## config.mk

```make
export PLATFORM = sky130hd
export DESIGN_NAME = display_flow_ctrl
export DESIGN_NICKNAME = d
export VERILOG_FILES = /design/src/rtl/display_flow_pkg.sv /design/src/rtl/te_capture.sv /design/src/rtl/flow_fsm.sv /design/src/rtl/event_status.sv /design/src/rtl/display_flow_ctrl.sv
export SDC_FILE = /design/constraint.sdc
export NUM_CORES = 1
export LEC_CHECK = 0
export BUFFER_PORTS_ARGS = -buffer_cell sky130_fd_sc_hd__clkbuf_2
export CAP_MARGIN = 20
export CELL_PAD_IN_SITES_DETAIL_PLACEMENT = 0
export CELL_PAD_IN_SITES_GLOBAL_PLACEMENT = 1
export CORE_ASPECT_RATIO = 1.75
export CORE_MARGIN = 2
export CORE_UTILIZATION = 34
export DETAILED_ROUTE_END_ITERATION = 10
export PLACE_DENSITY = 0.82
export SYNTH_ARGS = -nofsm -noshare
export SYNTH_HDL_FRONTEND = slang
export SYNTH_SLANG_ARGS = --single-unit
```

## constraint.sdc

```tcl
create_clock -name clk -period 2.95 [get_ports clk]
set_input_delay 0.4425 -clock clk [delete_from_list [all_inputs] [get_ports clk]]
set_output_delay 0.4425 -clock clk [all_outputs]
set_load 0.005 [all_outputs]
```

## src/rtl/display_flow_pkg.sv

```systemverilog
package display_flow_pkg;

    typedef enum logic [1:0] {
        FL_IDLE  = 2'd0,
        FL_RUN   = 2'd1,
        FL_DRAIN = 2'd2
    } flow_state_t;

    // register addresses
    localparam logic [2:0] A_CTRL = 3'd0;
    localparam logic [2:0] A_LINE = 3'd1;
    localparam logic [2:0] A_STAT = 3'd2;
    localparam logic [2:0] A_MASK = 3'd3;
    localparam logic [2:0] A_INFO = 3'd4;

    // event bit indices
    localparam int EV_TE    = 0;
    localparam int EV_DONE  = 1;
    localparam int EV_FRAME = 2;
    localparam int NUM_EV   = 3;

    // mode bits held from control word bits 5:1
    typedef struct packed {
        logic cap_en;
        logic te_pol;
        logic oneshot;
        logic te_sync;
        logic video;
    } mode_cfg_t;

endpackage

```

## src/rtl/te_capture.sv

```systemverilog
module te_capture (
    input  logic clk,
    input  logic rst_n,
    input  logic te_in,
    input  logic te_pol,
    input  logic cap_en,
    output logic te_evt
);
    logic act_q;
    logic act_d;

    always_ff @(posedge clk or negedge rst_n) begin
        if (!rst_n) begin
            act_q <= 1'b0;
            act_d <= 1'b0;
        end else begin
            act_q <= te_in ^ te_pol;
            act_d <= act_q;
        end
    end

    assign te_evt = cap_en & act_q & ~act_d;


    te_single_chk: assert property (@(posedge clk) disable iff (!rst_n)
        te_evt |=> !te_evt);

endmodule

```

## src/rtl/flow_fsm.sv

```systemverilog
module flow_fsm
    import display_flow_pkg::*;
#(
    parameter int PEND_W = 4
) (
    input  logic              clk,
    input  logic              rst_n,
    input  logic              en_req,
    input  logic              dis_req,
    input  logic              te_evt,
    input  logic              auto_clr,
    input  logic              fifo_zero,
    output flow_state_t       state,
    output logic [PEND_W-1:0] pend,
    output logic              drain_done
);
    localparam logic [PEND_W-1:0] PEND_MAX = {PEND_W{1'b1}};
    localparam logic [PEND_W-1:0] PEND_ONE = PEND_W'(1);

    flow_state_t       state_nx;
    logic [PEND_W-1:0] pend_nx;
    logic              te_take;

    assign te_take = te_evt & auto_clr & (pend != '0);

    always_comb begin
        state_nx = state;
        pend_nx  = pend;
        unique case (state)
            FL_IDLE: begin
                if (en_req) begin
                    state_nx = FL_RUN;
                    pend_nx  = PEND_ONE;
                end
            end
            FL_RUN: begin
                if (en_req) begin
                    pend_nx = (pend == PEND_MAX) ? PEND_MAX : pend + PEND_ONE;
                end else if (dis_req) begin
                    state_nx = FL_DRAIN;
                    pend_nx  = '0;
                end else if (te_take) begin
                    pend_nx = pend - PEND_ONE;
                    if (pend == PEND_ONE) state_nx = FL_DRAIN;
                end
            end
            FL_DRAIN: begin
                if (en_req) begin
                    state_nx = FL_RUN;
                    pend_nx  = PEND_ONE;
                end else if (fifo_zero) begin
                    state_nx = FL_IDLE;
                end
            end
            default: begin
                state_nx = FL_IDLE;
                pend_nx  = '0;
            end
        endcase
    end

    always_ff @(posedge clk or negedge rst_n) begin
        if (!rst_n) begin
            state <= FL_IDLE;
            pend  <= '0;
        end else begin
            state <= state_nx;
            pend  <= pend_nx;
        end
    end

    always_comb begin
        drain_done = (state == FL_DRAIN) && !en_req && fifo_zero;
    end


    run_pend_chk: assert property (@(posedge clk) disable iff (!rst_n)
        (state == FL_RUN) |-> (pend != '0));


    pend_idle_chk: assert property (@(posedge clk) disable iff (!rst_n)
        (state != FL_RUN) |-> (pend == '0));


    no_underflow_chk: assert property (@(posedge clk) disable iff (!rst_n)
        (pend == '0) |=> (pend <= PEND_ONE));

endmodule

```

## src/rtl/event_status.sv

```systemverilog
module event_status #(
    parameter int N = 3
) (
    input  logic         clk,
    input  logic         rst_n,
    input  logic [N-1:0] set,
    input  logic         clr_we,
    input  logic [N-1:0] clr_bits,
    input  logic         mask_we,
    input  logic [N-1:0] mask_wdata,
    output logic [N-1:0] stat,
    output logic [N-1:0] mask,
    output logic         irq
);
    always_ff @(posedge clk or negedge rst_n) begin
        if (!rst_n) begin
            stat <= '0;
            mask <= '0;
        end else begin
            stat <= (stat & ~(clr_we ? clr_bits : '0)) | set;
            if (mask_we) mask <= mask_wdata;
        end
    end

    assign irq = |(stat & mask);


    stat_rise_chk: assert property (@(posedge clk) disable iff (!rst_n)
        ((stat & ~$past(stat) & ~$past(set)) == '0));

endmodule

```

## src/rtl/display_flow_ctrl.sv

```systemverilog
module display_flow_ctrl
    import display_flow_pkg::*;
#(
    parameter int FIFO_DEPTH = 640,
    parameter int LINE_W     = 11,
    parameter int PEND_W     = 4,
    parameter int VID_CAP    = 128,
    parameter int CMD_CAP    = 48,
    parameter int DATA_W     = 32,
    localparam int LVL_W     = $clog2(FIFO_DEPTH + 1)
) (
    input  logic              clk,
    input  logic              rst_n,
    input  logic              reg_we,
    input  logic [2:0]        reg_addr,
    input  logic [DATA_W-1:0] reg_wdata,
    output logic [DATA_W-1:0] reg_rdata,
    input  logic              sw_trig,
    input  logic              fmt_sync,
    input  logic              te_in,
    input  logic [LVL_W-1:0]  fifo_level,
    output logic              fetch_en,
    output logic              fifo_empty,
    output logic              frame_start,
    output logic [LINE_W-1:0] wmark,
    output logic              irq
);
    localparam logic [LINE_W-1:0] VCAP = LINE_W'(VID_CAP);
    localparam logic [LINE_W-1:0] CCAP = LINE_W'(CMD_CAP);

    mode_cfg_t         cfg;
    logic [LINE_W-1:0] line_w;
    logic              wr_ctrl, en_req, dis_req;
    logic              te_evt, sync_hw, sync_pick, flow_rd;
    flow_state_t       state;
    logic [PEND_W-1:0] pend;
    logic              drain_done;
    logic [NUM_EV-1:0] ev_set, stat, mask;
    logic [LINE_W-1:0] cap;

    assign wr_ctrl = reg_we && (reg_addr == A_CTRL);
    assign en_req  = wr_ctrl &&  reg_wdata[0];
    assign dis_req = wr_ctrl && !reg_wdata[0];

    always_ff @(posedge clk or negedge rst_n) begin
        if (!rst_n) begin
            cfg    <= '0;
            line_w <= '0;
        end else if (reg_we) begin
            if (reg_addr == A_CTRL) cfg    <= mode_cfg_t'(reg_wdata[5:1]);
            if (reg_addr == A_LINE) line_w <= reg_wdata[LINE_W-1:0];
        end
    end

    te_capture u_te (
        .clk    (clk),
        .rst_n  (rst_n),
        .te_in  (te_in),
        .te_pol (cfg.te_pol),
        .cap_en (cfg.cap_en),
        .te_evt (te_evt)
    );

    flow_fsm #(.PEND_W(PEND_W)) u_fsm (
        .clk        (clk),
        .rst_n      (rst_n),
        .en_req     (en_req),
        .dis_req    (dis_req),
        .te_evt     (te_evt),
        .auto_clr   (cfg.oneshot & ~cfg.video),
        .fifo_zero  (fifo_empty),
        .state      (state),
        .pend       (pend),
        .drain_done (drain_done)
    );

    assign sync_hw     = cfg.video | cfg.te_sync;
    assign sync_pick   = sync_hw ? (cfg.te_sync ? te_evt : fmt_sync) : sw_trig;
    assign fetch_en    = (state == FL_RUN);
    assign flow_rd     = (state != FL_IDLE);
    assign frame_start = fetch_en & sync_pick;
    assign fifo_empty  = (fifo_level == '0);

    assign cap   = cfg.video ? VCAP : CCAP;
    assign wmark = (line_w < cap) ? line_w : cap;

    always_comb begin
        ev_set           = '0;
        ev_set[EV_TE]    = te_evt;
        ev_set[EV_DONE]  = drain_done;
        ev_set[EV_FRAME] = frame_start;
    end

    event_status #(.N(NUM_EV)) u_ev (
        .clk        (clk),
        .rst_n      (rst_n),
        .set        (ev_set),
        .clr_we     (reg_we && (reg_addr == A_STAT)),
        .clr_bits   (reg_wdata[NUM_EV-1:0]),
        .mask_we    (reg_we && (reg_addr == A_MASK)),
        .mask_wdata (reg_wdata[NUM_EV-1:0]),
        .stat       (stat),
        .mask       (mask),
        .irq        (irq)
    );

    always_comb begin
        reg_rdata = '0;
        case (reg_addr)
            A_CTRL: reg_rdata[5:0]          = {cfg, flow_rd};
            A_LINE: reg_rdata[LINE_W-1:0]   = line_w;
            A_STAT: reg_rdata[NUM_EV-1:0]   = stat;
            A_MASK: reg_rdata[NUM_EV-1:0]   = mask;
            A_INFO: begin
                reg_rdata[0]           = fifo_empty;
                reg_rdata[1]           = sync_hw;
                reg_rdata[2]           = cfg.te_sync;
                reg_rdata[8 +: PEND_W] = pend;
            end
            default: reg_rdata = '0;
        endcase
    end


    flow_drop_chk: assert property (@(posedge clk) disable iff (!rst_n)
        $fell(flow_rd) |-> ($past(fifo_level) == '0));


    frame_gate_chk: assert property (@(posedge clk) disable iff (!rst_n)
        (frame_start && !$past(fetch_en)) |-> $past(en_req));

endmodule

```

==> impl_metrics.csv, run 1 <==
group,metric,value,unit
outcome,status,"completed",
job,maxCapViolCount,0,
place,dp_hpwl,3957,µm
synthesis,ys.flop_type,"dfrtp_1",
finish,final_util,40.93,%
synthesis,syn_inst,211,
synthesis,synth_enable_flop_cells,0,
clock_tree,cts_setup_buffers,0,
place,port_buffers,53,
place,dpl-instance-area,0.002296,mm²
finish,multi_input_area,0.001119,mm²
finish,syn_to_final_growth,17.63,%
floorplan,rows,37,
finish,num_antenna_cells,0,
worst_setup_path,path_max_fanout,8,
sta,fmax,0.3881,GHz
floorplan,fp.dieH,106.2,µm
pwr,powerDensity,646.5,mW/mm²
global_route,antenna_found_initial,0,
route,drt_iter0_markers,70,
route,vias,1708,
clock_tree,cts_buffers,5,
global_route,grt_start_max_net_pins,31,
sta,grt_setup_unrepaired,"no",
route,dr.pass1.iters,4,
worst_setup_path,start_kind,"flip-flop",
synthesis,yosysUniqueCellTypes,48,
worst_setup_path,crit_path_end_kind,"output pin",
route,drc,0,
global_route,grt_remaining_overflow,0,
sta,whs,0.2328,ns
place,gp_congestion,0.8157,
route,final_antenna_net_count,0,
pwr,total_power,0.001543,W
synthesis,syn_avg_cell_area,9.618,µm²
worst_setup_path,r2r-start,"u_fsm.pend[0]",
sta,worst_slew_pin_slew,0.7729,ns
sta,fin_crit,2.577,ns
floorplan,coreArea,0.005833,mm²
synthesis,synth-seq-area-share,36.99,%
route,wl_per_cell,14.70,µm
clock_tree,cts.sinks,30,
floorplan,die_w,62.40,µm
global_route,grt_pass1_wl,7886,µm
clock_tree,cts_resized,0,
finish,final_nets,321,
worst_setup_path,crit_type,"reg2out",
pwr,ir_drop,194.6,µV
worst_setup_path,crit_start,"cfg[0]",
clock_tree,htreeDepth,2,
floorplan,ios,98,
min_path,hold_class,"in2async",
finish,final_common_cell,"clkbuf_2",
clock_tree,ctsHoldBuffers,0,
floorplan,start_util,34.79,%
sta,setup_viol,0,
sta,hold_violations,0,
route,vias_per_cell,4.965,
global_route,grt_pass1_vias,1593,
finish,most-common-layout-cells,"53 x clkbuf_2, 30 x dfrtp_1, 23 x conb_1",
synthesis,yosysWarnings,0,
clock_tree,clock_latency,0.27,ns
clock_tree,clockBufferDepth,2,
worst_setup_path,required,2.51,ns
worst_setup_path,arrival,2.13,ns
finish,design_area,0.002387,mm²
sta,slew_headroom,48.48,%
synthesis,ys_ff_latch,30,
clock_tree,root_buffer,"clkbuf_8",
route,wl,5056,µm
finish,regArea,750.7,µm²
sta,drv_slew,0,
pwr,p_leak,1.142,nW
clock_tree,tritoncts,"yes",
finish,drive_gt1_share,34.59,%
clock_tree,clkSlewWorstSetupHoldPaths,0.07,ns
sta,skew,0.007161,ns
synthesis,netlist_area,0.002029,mm²
global_route,track_usage,15.36,%
finish,fillers,619,
floorplan,dieArea,0.006627,mm²
synthesis,async_flop_share,100.0,%
sta,fin_crit_sh,87.34,%
sta,timing.setup.tns,0,ns
==> sequential cells by signal, indices dropped and copies added (netlist names) <==
| name | cells |
|---|---|
| line_w | 11 |
| cfg | 5 |
| u_fsm.pend | 4 |
| u_ev.mask | 3 |
| u_ev.stat | 3 |
| u_fsm.state | 2 |
| u_te.act_d | 1 |
| u_te.act_q | 1 |
==> path summary, 6_finish.rpt <==
path	slack, ns	to	depth (start not counted)
max	0.37	wmark[4]	6
min	0.23	u_fsm.pend[3]	1
max reg2reg	0.79	u_fsm.pend[1]	6
min reg2reg	0.37	u_te.act_d	0
max in group asynchronous	2.22	u_ev.mask[2]	1
min in group clk	0.34	u_te.act_q	2
==> layer usage <==
metal  up-vias  GRT usage [%]  wire [µm]
met3         8          2.434        237
met5         -              0          0
met4         0          7.937        127
met2        68          28.65       2814
met1       816          16.33       1877
li1        816              -          -
==> synthesized netlist by cell type, types with 2 or more instances <==
master	instances	area [µm²]
o21ai_0	3	15.01
buf_2	5	25.02
dfrtp_1	30	750.7
buf_4	23	172.7
inv_1	7	26.28
nand3_1	3	15.01
a21oi_1	5	25.02
or4b_1	2	20.02
and2_1	5	31.28
nor2b_1	4	25.02
nor3_1	6	30.03
a21o_1	2	15.01
a31oi_1	2	12.51
nor3b_1	4	30.03
mux2i_1	9	90.09
a21oi_2	2	17.52
nor2_1	11	41.29
nand2b_1	3	18.77
a22oi_1	3	22.52
or4_1	3	22.52
ha_1	5	62.56
a211oi_1	2	15.01
clkbuf_1	5	18.77
mux2_2	17	191.4
nand2_1	22	82.58
nand3b_1	2	15.01
o22ai_1	5	31.28
==> cell families (layout without fill, tap and decap cells) <==
logic type / after synthesis / after routing / synth area share (%)
AND/OR/NAND/NOR: 71 / 71 / 19.30
multiplexers: 27 / 27 / 14.98
adder cells (fa/ha/maj): 5 / 5 / 3.083
other: 1 / 23 / 0.1848
XOR/XNOR: 2 / 2 / 0.8633
buffers and inverters: 40 / 73 / 11.96
AO/OA/AOI/OAI: 35 / 35 / 12.64
flip-flops: 30 / 30 / 36.99
==> critical path, cell delays in order, from the launching register on <==
cell and delay, ns:
dfrtp_1 0.34, inv_1 0.08, ha_1 0.19, or4_1 0.43, a21oi_2 0.31, mux2_2 0.39
clkbuf_2 0.11
==> through the flow <==
step	setup slack, ns	instances
after floorplan	0.6792	233
after global placement	0.6486	336
after detailed placement	0.6441	336
after CTS	0.3392	344
after global routing	0.2112	344
final	0.3735	344
==> layout make-up <==
class | instances | share of cell area (%)
clock buffers | 7 | 3.616
clock inverters | 1 | 0.2096
inverters | 7 | 1.101
multi-input cells | 163 | 46.86
flip-flops and latches | 30 | 31.45
well taps | 78 | 4.088
repair buffers | 58 | 12.68
==> where the power goes <==
group / leakage [nW] / total, W / switching, W / internal (W)
logic: 0.731 / 0.000564 / 0.000278 / 0.000286
registers: 0.363 / 0.000643 / 0.000127 / 0.000516
clock network: 0.0482 / 0.000337 / 0.000149 / 0.000188
total: 1.14 / 0.00154 / 0.000554 / 0.000990
No activity file was read; power rests on OpenSTA's default activity.
==> inputs of run 2 (changes only) <==
BUFFER_PORTS_ARGS = -buffer_cell sky130_fd_sc_hd__buf_2   (was -buffer_cell sky130_fd_sc_hd__clkbuf_2)
==> run 2 against run 1 <==
  * Sequential power is essentially flat
  * First-iteration DRC count grew 1.4%
  * Clock power grew 1%
  * Register-to-register slack gained 0.04 ns
  * Die area is the same
  * Non-clock buffer count shrank 1
  * Design area shrank 0.31%
  * Largest cell class unchanged
  * Core utilization shrank 0.13 points
  * Combinational power shrank 0.9%
  * Total power shrank 0.12%
  * Wire length shrank 1.3%
==> impl_metrics.csv, run 2 (synthesis results as in run 1) <==
group,metric,value,unit
place,dp.cells,335,
worst_setup_path,crit_path_end_kind,"output pin",
finish,multi_input_area,0.001119,mm²
route,final_antenna_net_count,0,
finish,largest-register,"line_w",
clock_tree,cts_buffers,5,
sta,skew,0.007037,ns
sta,drv_slew,0,
place,port_buffers,53,
sta,hold_violations,0,
route,vias_per_cell,4.939,
worst_setup_path,crit_type,"reg2out",
clock_tree,clkSlewWorstSetupHoldPaths,0.07,ns
worst_setup_path,path_max_fanout,8,
clock_tree,ctsHoldBuffers,0,
global_route,grt_start_max_net_pins,31,
sta,grt_setup_unrepaired,"no",
place,gp_congestion,0.8333,
worst_setup_path,required,2.51,ns
clock_tree,clockBufferDepth,2,
finish,regArea,750.7,µm²
clock_tree,htreeDepth,2,
sta,slew_headroom,54.27,%
worst_setup_path,start_kind,"flip-flop",
global_route,grt_pass1_vias,1624,
clock_tree,root_buffer,"clkbuf_8",
pwr,p_leak,1.143,nW
pwr,ir_drop,181.7,µV
pwr,total_power,0.001542,W
finish,most-common-layout-cells,"53 x buf_2, 30 x dfrtp_1, 23 x conb_1",
min_path,hold_class,"in2async",
sta,fmax,0.3866,GHz
floorplan,coreArea,0.005833,mm²
job,maxCapViolCount,0,
clock_tree,cts.sinks,30,
floorplan,start_util,34.79,%
place,dp_hpwl,3848,µm
pwr,powerDensity,647.8,mW/mm²
finish,top_regs,"line_w (11), cfg (5), u_fsm.pend (4)",
sta,timing.setup.tns,0,ns
sta,whs,0.2015,ns
floorplan,die_w,62.40,µm
sta,fin_crit_sh,87.69,%
clock_tree,clock_latency,0.28,ns
route,drc,0,
clock_tree,cts_resized,0,
route,wl,4991,µm
finish,drive_gt1_share,34.34,%
finish,largest_register_ffs,11,
floorplan,rows,37,
route,drt_iter0_markers,71,
finish,num_antenna_cells,0,
finish,final_nets,320,
sta,setup_viol,0,
finish,syn_to_final_growth,17.26,%
global_route,grt_remaining_overflow,0,
floorplan,dieArea,0.006627,mm²
finish,final_common_cell,"buf_2",
floorplan,ios,98,
route,dr.pass1.iters,4,
outcome,status,"completed",
clock_tree,tritoncts,"yes",
global_route,grt_pass1_wl,8004,µm
clock_tree,cts_setup_buffers,0,
route,wl_per_cell,14.55,µm
worst_setup_path,arrival,2.14,ns
sta,fin_crit,2.587,ns
global_route,antenna_found_initial,0,
finish,fillers,629,
finish,fin_cells,343,
route,vias,1694,
global_route,track_usage,15.68,%
floorplan,fp.dieH,106.2,µm
worst_setup_path,r2r_slack,0.83,ns
sta,worst_slew_pin_slew,0.6860,ns
==> run 2: layer usage <==
layer / vias up / GRT usage (%) / wire length, µm
li1: 812 / - / -
met1: 805 / 15.76 / 1888
met2: 65 / 29.65 / 2722
met3: 12 / 2.646 / 211
met4: 0 / 9.206 / 168
met5: - / 0 / 0
==> run 2: stage by stage <==
stage	instance area (µm²)	setup WS, ns	util [%]
floorplan	2112	0.6792	-
finish	2380	0.3632	40.80
CTS	2380	0.3302	40.80
global placement	2288	0.6367	39.23
detailed placement	2288	0.6401	39.23
global route	2380	0.2274	40.80
==> run 2: power by group <==
part | leakage [nW] | total [W] | internal (W) | switching [W]
Clock | 0.0482 | 0.000341 | 0.000188 | 0.000153
Combinational | 0.732 | 0.000559 | 0.000286 | 0.000274
Sequential | 0.363 | 0.000641 | 0.000516 | 0.000126
==> run 2: area by class of cell <==
type	count	area share, %
repair buffers	57	12.41
clock buffers	7	3.628
multi-input cells	163	47.00
flip-flops and latches	30	31.55
clock inverters	1	0.2103
well taps	78	4.101
inverters	7	1.104
==> run 2: worst paths after layout <==
path / start / endpoint / cells after the start
max: cfg[0] / wmark[4] / 6
min: rst_n / u_fsm.pend[3] / 1
max reg2reg: u_fsm.pend[0] / u_fsm.pend[3] / 6
min reg2reg: u_te.act_q / u_te.act_d / 0
max in group asynchronous: rst_n / u_ev.mask[2] / 1
min in group clk: te_in / u_te.act_q / 2
==> run 2: worst max-delay path, cell delays in order, from the launching register on <==
cell	delay [ns]
dfrtp_1	0.34
inv_1	0.08
ha_1	0.19
or4_1	0.43
a21oi_2	0.31
mux2_2	0.38
buf_2	0.13
